<file path="config.mk">
export PLATFORM = sky130hd
export DESIGN_NAME = edge_event_counter
export DESIGN_NICKNAME = d
export VERILOG_FILES = /design/src/rtl/edge_event_counter.sv
export SDC_FILE = /design/constraint.sdc
export NUM_CORES = 1
export LEC_CHECK = 0
export BUFFER_PORTS_ARGS = -buffer_cell sky130_fd_sc_hd__buf_2
export CELL_PAD_IN_SITES_DETAIL_PLACEMENT = 0
export CELL_PAD_IN_SITES_GLOBAL_PLACEMENT = 1
export CORE_AREA = 2 2 126 153
export CTS_CLUSTER_DIAMETER = 80
export DETAILED_ROUTE_END_ITERATION = 7
export DIE_AREA = 0 0 128 155
export GPL_ROUTABILITY_DRIVEN = 1
export PLACE_DENSITY_LB_ADDON = 0.3
export SETUP_SLACK_MARGIN = 0.02
export SLEW_MARGIN = 20
export SYNTH_ARGS = -nofsm -noshare
export SYNTH_HDL_FRONTEND = slang
export SYNTH_SLANG_ARGS = --single-unit
</file>
<file path="constraint.sdc">
create_clock -name clk -period 3.7 [get_ports clk]
set_input_delay 0.185 -clock clk [delete_from_list [all_inputs] [get_ports clk]]
set_output_delay 0.185 -clock clk [all_outputs]
set_load 0.03 [all_outputs]
</file>
<file path="src/rtl/edge_event_counter.sv">
module edge_event_counter #(
  parameter int CNT_W = 16,
  parameter int EXT_W = 8,
  parameter int TOT_W = CNT_W + EXT_W
) (
  input  logic             clk,
  input  logic             rst_n,
  input  logic             en,
  input  logic             pin_async,
  input  logic             wr_en,
  input  logic [1:0]       wr_addr,
  input  logic [TOT_W-1:0] wr_data,
  output logic [TOT_W-1:0] count,
  output logic             irq
);

  logic [2:0]       sy;
  logic [TOT_W-1:0] start_r, match_r, nxt;
  logic             down_r, mask_r, en_q, halted, flag;
  logic [1:0]       esel;
  logic             rise, fall, evt, arm, step, hit, clr;

  assign rise = sy[1] & ~sy[2];
  assign fall = ~sy[1] & sy[2];
  assign evt  = esel[1] ? (rise | fall) : (esel[0] ? fall : rise);
  assign arm  = en & ~en_q;
  assign step = en & en_q & ~halted & evt;
  assign nxt  = down_r ? count - 1'b1 : count + 1'b1;
  assign hit  = step && (nxt == match_r);
  assign clr  = wr_en && (wr_addr == 2'd3) && wr_data[0];
  assign irq  = flag & mask_r;

  always_ff @(posedge clk or negedge rst_n)
    if (!rst_n) sy <= '0;
    else        sy <= {sy[1:0], pin_async};

  always_ff @(posedge clk or negedge rst_n)
    if (!rst_n) begin
      start_r <= '0;
      match_r <= '0;
      down_r  <= 1'b0;
      esel    <= 2'b00;
      mask_r  <= 1'b0;
    end else if (wr_en) begin
      case (wr_addr)
        2'd0: start_r <= wr_data;
        2'd1: match_r <= wr_data;
        2'd2: {mask_r, esel, down_r} <= wr_data[3:0];
        default: ;
      endcase
    end

  always_ff @(posedge clk or negedge rst_n)
    if (!rst_n) begin
      count  <= '0;
      en_q   <= 1'b0;
      halted <= 1'b0;
      flag   <= 1'b0;
    end else begin
      en_q <= en;
      flag <= hit | (flag & ~clr);
      if (arm)
        count <= down_r ? start_r : '0;
      else if (step)
        count <= hit ? (down_r ? start_r : '0) : nxt;
      if (!en || arm)         halted <= 1'b0;
      else if (hit && down_r) halted <= 1'b1;
    end

  p_idle_hold_r8: assert property (@(posedge clk) disable iff (!rst_n)
    !en |=> $stable(count));

  p_no_event_hold_r1: assert property (@(posedge clk) disable iff (!rst_n)
    (en && en_q && !evt) |=> $stable(count));

  p_halt_freeze_r5: assert property (@(posedge clk) disable iff (!rst_n)
    (halted && en && en_q) |=> $stable(count));

  p_flag_sticky_r6: assert property (@(posedge clk) disable iff (!rst_n)
    (flag && !clr) |=> flag);

  p_reload_value_r4: assert property (@(posedge clk) disable iff (!rst_n)
    $rose(flag) |-> (count == ($past(down_r) ? $past(start_r) : '0)));

  p_down_halts_r5: assert property (@(posedge clk) disable iff (!rst_n)
    (hit && down_r) |=> halted);

endmodule

</file>
### After elaboration in Yosys (flattened, before gate mapping)

Index checks and enable logic that the tools add are counted.

* bits in registers: 82
* bits of input ports: 31
* output and inout port bits: 25
* logic and storage cells: 52

* add/subtract/negate cells: 2
* eq/ne operators: 4
* muxes and demuxes: 9
* bitwise logic cells: 15
* reduce and logical (&&, ||, !) cells: 12

Operator list (count)
* 24-bit 2-to-1 mux: 5
* 24-bit by 1-bit adder with 24-bit output (second input constant): 1
* 24-bit equality test: 1
* 24-bit by 1-bit subtractor with 24-bit output (second input constant): 1
* 1-bit AND: 8
* 2-bit AND reduction: 3
* 1-bit inverter: 5
* 2-bit equality test (second input constant): 2
* 1-bit logical AND: 4
* 1-bit 2-to-1 mux: 4
* 2-bit nonzero test: 2
* 2-bit by 1-bit equality test with 1-bit output (second input constant): 1
* 2-bit logical NOT: 1
* 1-bit OR: 2
* 1-bit logical NOT: 1
* 1-bit logical OR: 1

### Depth between registers and ports, before layout

* depth after elaboration: 9
* mapped depth: 14
* depth with buffers taken out: 12

### Worst setup path before layout

No wires, ideal clock.

* path type: register -> register
* from: register down_r
* to: register count[2]
* setup time: 0.094 ns
* arrival time: 3.591 ns
* data required time: 3.606 ns
* path slack: 0.015 ns
* stages on the path, launching flop included: 13
* path buffers: 1
* clock period less this slack: 3.685 ns
* path through: dfrtp_1 > ha_1 > buf_6 > a21o_1 > a221oi_4 > o21a_4 > a32oi_4 > a221oi_4 > xnor3_1 > nor4_4 > nand4_2 > mux2_1 > a221oi_2

* longest elaborated chain between the ends: 6
* elaborated cells between the ends (all ways): 7
* those cells by class: 1 x eq/ne; 5 x mux; 1 x reduce/logical

RTL lines
* start, declared: RTL line 19 `logic down_r, mask_r, en_q, halted, flag;`
* start signal, assigned: RTL line 48 `2'd2: {mask_r, esel, down_r} <= wr_data[3:0];`
* 24-bit 2-to-1 mux: RTL line 28 `assign nxt = down_r ? count - 1'b1 : count + 1'b1;`
* 24-bit equality test: RTL line 29 `assign hit = step && (nxt == match_r);`
* 1-bit logical AND: RTL line 29
* 24-bit 2-to-1 mux: RTL line 65 `count <= hit ? (down_r ? start_r : '0) : nxt;`
* 24-bit 2-to-1 mux: RTL line 64 `else if (step)`
* 24-bit 2-to-1 mux (*): RTL line 62 `if (arm)`
* end signal, assigned: RTL line 63 `count <= down_r ? start_r : '0;`
* end signal, assigned: RTL line 65
* end, declared: RTL line 13 `output logic [TOT_W-1:0] count,`

Mark *: on every way between the ends. The rest lies on a longest branch, timed or not. The select of a mux whose other input is x is not followed.
A chain may end at the register's enable or synchronous reset.

### Worst setup path in the final report

* from: register down_r
* to: register count[3]

The elaborated chain is that of the path after synthesis.

==> flow_summary.yaml <==
finish:
  final-seq-area_mm2: 0.002056
  area_growth_pct: 36.26
  drive_above_1_share_pct: 42.71
  antenna_cells: 0
  finalInstanceArea_mm2: 0.007372
  multi_input_area_mm2: 0.003578
  fin_nets: 716
  num-fill-cells: 1861
  finish.utilization_pct: 39.97
setup_path:
  cp_max_fo: 7
  cp_common_cell: "buf_4"
  start_kind: "register"
  timing.critical_path.buf_inv: 4
  path_delay_family: "compound AO/OA/AOI/OAI gates"
  crit_type: "register to register"
  crit_chain: "buf_4 -> ha_2 -> a21o_1 -> o21bai_2 -> a21oi_4 -> a32oi_4 -> a221oi_4 -> xnor3_1 -> nor4_4 -> nand4_4 -> buf_4 -> buf_6 -> buf_4 -> o211ai_1"
  slowest_delay_ps: 540
  slowest_stage: "dfrtp_4"
  endpoint_kind: "register"
  worstPathArrival_ps: 3970
  cp.required_ps: 3970
global_routing:
  track_usage_pct: 17.68
  antenna_found_initial: 0
  grt_overflow_total: 0
  grt_pass1_wl_um: 27090
  grt_pass1_vias: 4863
  grt_max_degree: 55
floorplanning:
  row_count: 55
  start_util_pct: 29.34
  core_region_area_mm2: 0.01844
  dieWidth_um: 128
  ios: 56
  die_area_mm2: 0.01984
  die_h_um: 155
clock_tree:
  clkTransAtPathRegs_ps: 70
  htree_levels: 3
  cts_made_buffers: 9
  cts_sinks: 82
  clk_path_buf_depth: 2
  cts_tree: "done"
  cts_root_buf: "clkbuf_16"
  clk_latency_ps: 350
synthesis:
  synthArstFlopShare_pct: 100.0
  ys_seq_area_share_pct: 37.93
  syn-cell-area_mm2: 0.005410
  syn_nets: 576
  synth-edff-count: 0
  yosysWarnings: 0
  ys_ff_latch: 82
  synthCells: 520
  ys.flop_type: "dfrtp_1"
  synth.avg_cell_area_um2: 10.40
  synth_cell_type_count: 66
drt:
  vias: 4676
  wire_per_inst_um: 19.06
  drt_first_pass_iters: 4
  routed_via_density: 5.236
  drtAntennaViolNets: 0
  drc: 0
  drtIter0Drc: 198
  wl_um: 17030
timing:
  max_freq_ghz: 0.2704
  rsz0062_at_grt: "yes"
  hold_viol_final: 0
  finalCriticalPeriod_ps: 3699
  setup_viol: 0
  clock_skew_ps: 10.89
  fin_crit_sh_pct: 99.97
  slew_headroom_pct: 30.87
  drv_slew: 0
  tightest_slew_ps: 1033
power:
  clkPwrFrac_pct: 12.9
  swShare_pct: 42.61
  switchingPower_uw: 2928
  p_comb_share_pct: 66.6
  p_per_area_mw_per_mm2: 932.0
  seqPwrFrac_pct: 20.5
  intPower_uw: 3943
  ir_worst_vdd_v: 0.0003273
  leakagePower_uw: 0.003228
place:
  port_buffers: 55
  dp_hpwl_um: 12250
  place_congestion: 0.9368
  dpl_cell_area_mm2: 0.006477
min_path:
  hp-class: "input pin to register"
status:
  outcome: "complete, no violations"
job:
  cap_violations: 0
-- worst paths after layout --
check	from	to	slack, ps	depth (start not counted)
worst max-delay path	down_r$_DFFE_PN0P_	count[3]$_DFFE_PN0P_	1	14
worst min-delay path	wr_data[11]	start_r[11]$_DFFE_PN0P_	80	2
worst max register to register	down_r$_DFFE_PN0P_	count[3]$_DFFE_PN0P_	1	14
worst min register to register	sy[0]$_DFF_PN0_	sy[1]$_DFF_PN0_	360	0
max in group asynchronous	rst_n	count[6]$_DFFE_PN0P_	2430	3
min in group asynchronous	rst_n	count[17]$_DFFE_PN0P_	420	2
-- layer usage --
| layer | up-vias | wire, um | global-route usage [%] |
|---|---|---|---|
| met5 | - | 0 | 0 |
| met4 | 0 | 416 | 5.861 |
| met3 | 23 | 567 | 3.061 |
| met2 | 85 | 8835 | 31.75 |
| met1 | 2325 | 7206 | 21.29 |
| li1 | 2243 | - | - |
-- repair_timing --
item | CTS | global route
cloned | 1 | 1
endpoints found under the setup margin | 26 | 26
pin swaps | 20 | 17
buffers inserted | 9 | 7
hold buffers | 3 | 0
endpoints found under the hold margin | 55 | 0
gates resized for setup | 51 | 26
-- layout make-up --
| cell class | count | share of cell area [%] |
|---|---|---|
| Clock buffer | 11 | 3.157 |
| Clock inverter | 5 | 0.7468 |
| Inverter | 9 | 0.4582 |
| Multi-Input combinational cell | 400 | 48.54 |
| Sequential cell | 82 | 27.89 |
| Tap cell | 228 | 3.870 |
| Timing Repair Buffer | 158 | 15.34 |
-- metrics by stage --
| step | setup TNS (ps) | hold WS [ps] | cells | worst slack, ps | power [uW] |
|---|---|---|---|---|---|
| after floorplan | 0 | -110.6 | 520 | 203.8 | 3846 |
| after global placement | -6833 | 266.3 | 856 | -333.3 | 5300 |
| after detailed placement | -8968 | 281.8 | 856 | -427.3 | 5298 |
| after CTS | -9.146 | 62.49 | 885 | -6.608 | 6698 |
| after global routing | -2727 | 78.00 | 893 | -155.2 | 7339 |
| final | 0 | 75.46 | 893 | 1.129 | 6871 |
-- Yosys cell counts (6+ instances only) --
| cell type | count | area, um^2 |
|---|---|---|
| nor3_1 | 6 | 30.03 |
| o211ai_1 | 24 | 180.2 |
| nand2_1 | 53 | 198.9 |
| nor2_1 | 18 | 67.56 |
| a22oi_1 | 21 | 157.7 |
| buf_2 | 6 | 30.03 |
| xor2_1 | 11 | 96.34 |
| clkbuf_1 | 20 | 75.07 |
| inv_1 | 9 | 33.78 |
| a21oi_1 | 19 | 95.09 |
| nand3_1 | 22 | 110.1 |
| ha_1 | 24 | 300.3 |
| a21o_1 | 15 | 112.6 |
| and2_1 | 8 | 50.05 |
| o21ai_0 | 7 | 35.03 |
| dfrtp_1 | 82 | 2052 |
| mux2_2 | 52 | 585.6 |
| a31oi_1 | 6 | 37.54 |
| xnor2_1 | 27 | 236.5 |
-- kinds of logic after synthesis --
family / synth area share, %
compound gates: 20.33
xor+xnor: 8.719
simple gates: 12.56
buf+inv: 3.122
mux: 11.42
fa+ha+maj: 5.920
flops: 37.93
-- flip-flops by register name (all words and copies together) (netlist names) --
name     flops
sy           3
mask_r       1
en_q         1
count       24
match_r     24
halted       1
down_r       1
esel         2
flag         1
start_r     24
-- cell usage in the layout, fill, tap and decap left out, types with 7 or more instances in the layout --
cell type and count:
xor2_1 11, nand3_1 18, and2_1 8, buf_4 91
buf_2 54, mux2_2 52, o211ai_1 24, nand2_1 53
ha_4 11, a22oi_1 21, nor2_1 18, ha_1 10
xnor2_2 7, inv_1 9, a21oi_1 14, dfrtp_1 81
xnor2_1 19, clkbuf_16 10, a21o_1 14
-- power groups by stage --
stage / combinational (uW) / sequential, uW / clock (uW)
2_1_floorplan: 2290 / 1560 / 0
3_3_place_gp: 3900 / 1400 / 0
3_5_place_dp: 3900 / 1400 / 0
4_1_cts: 4390 / 1400 / 910
5_1_grt: 4940 / 1450 / 948
6_report: 4580 / 1410 / 884
No activity file was read; power rests on OpenSTA's default activity.
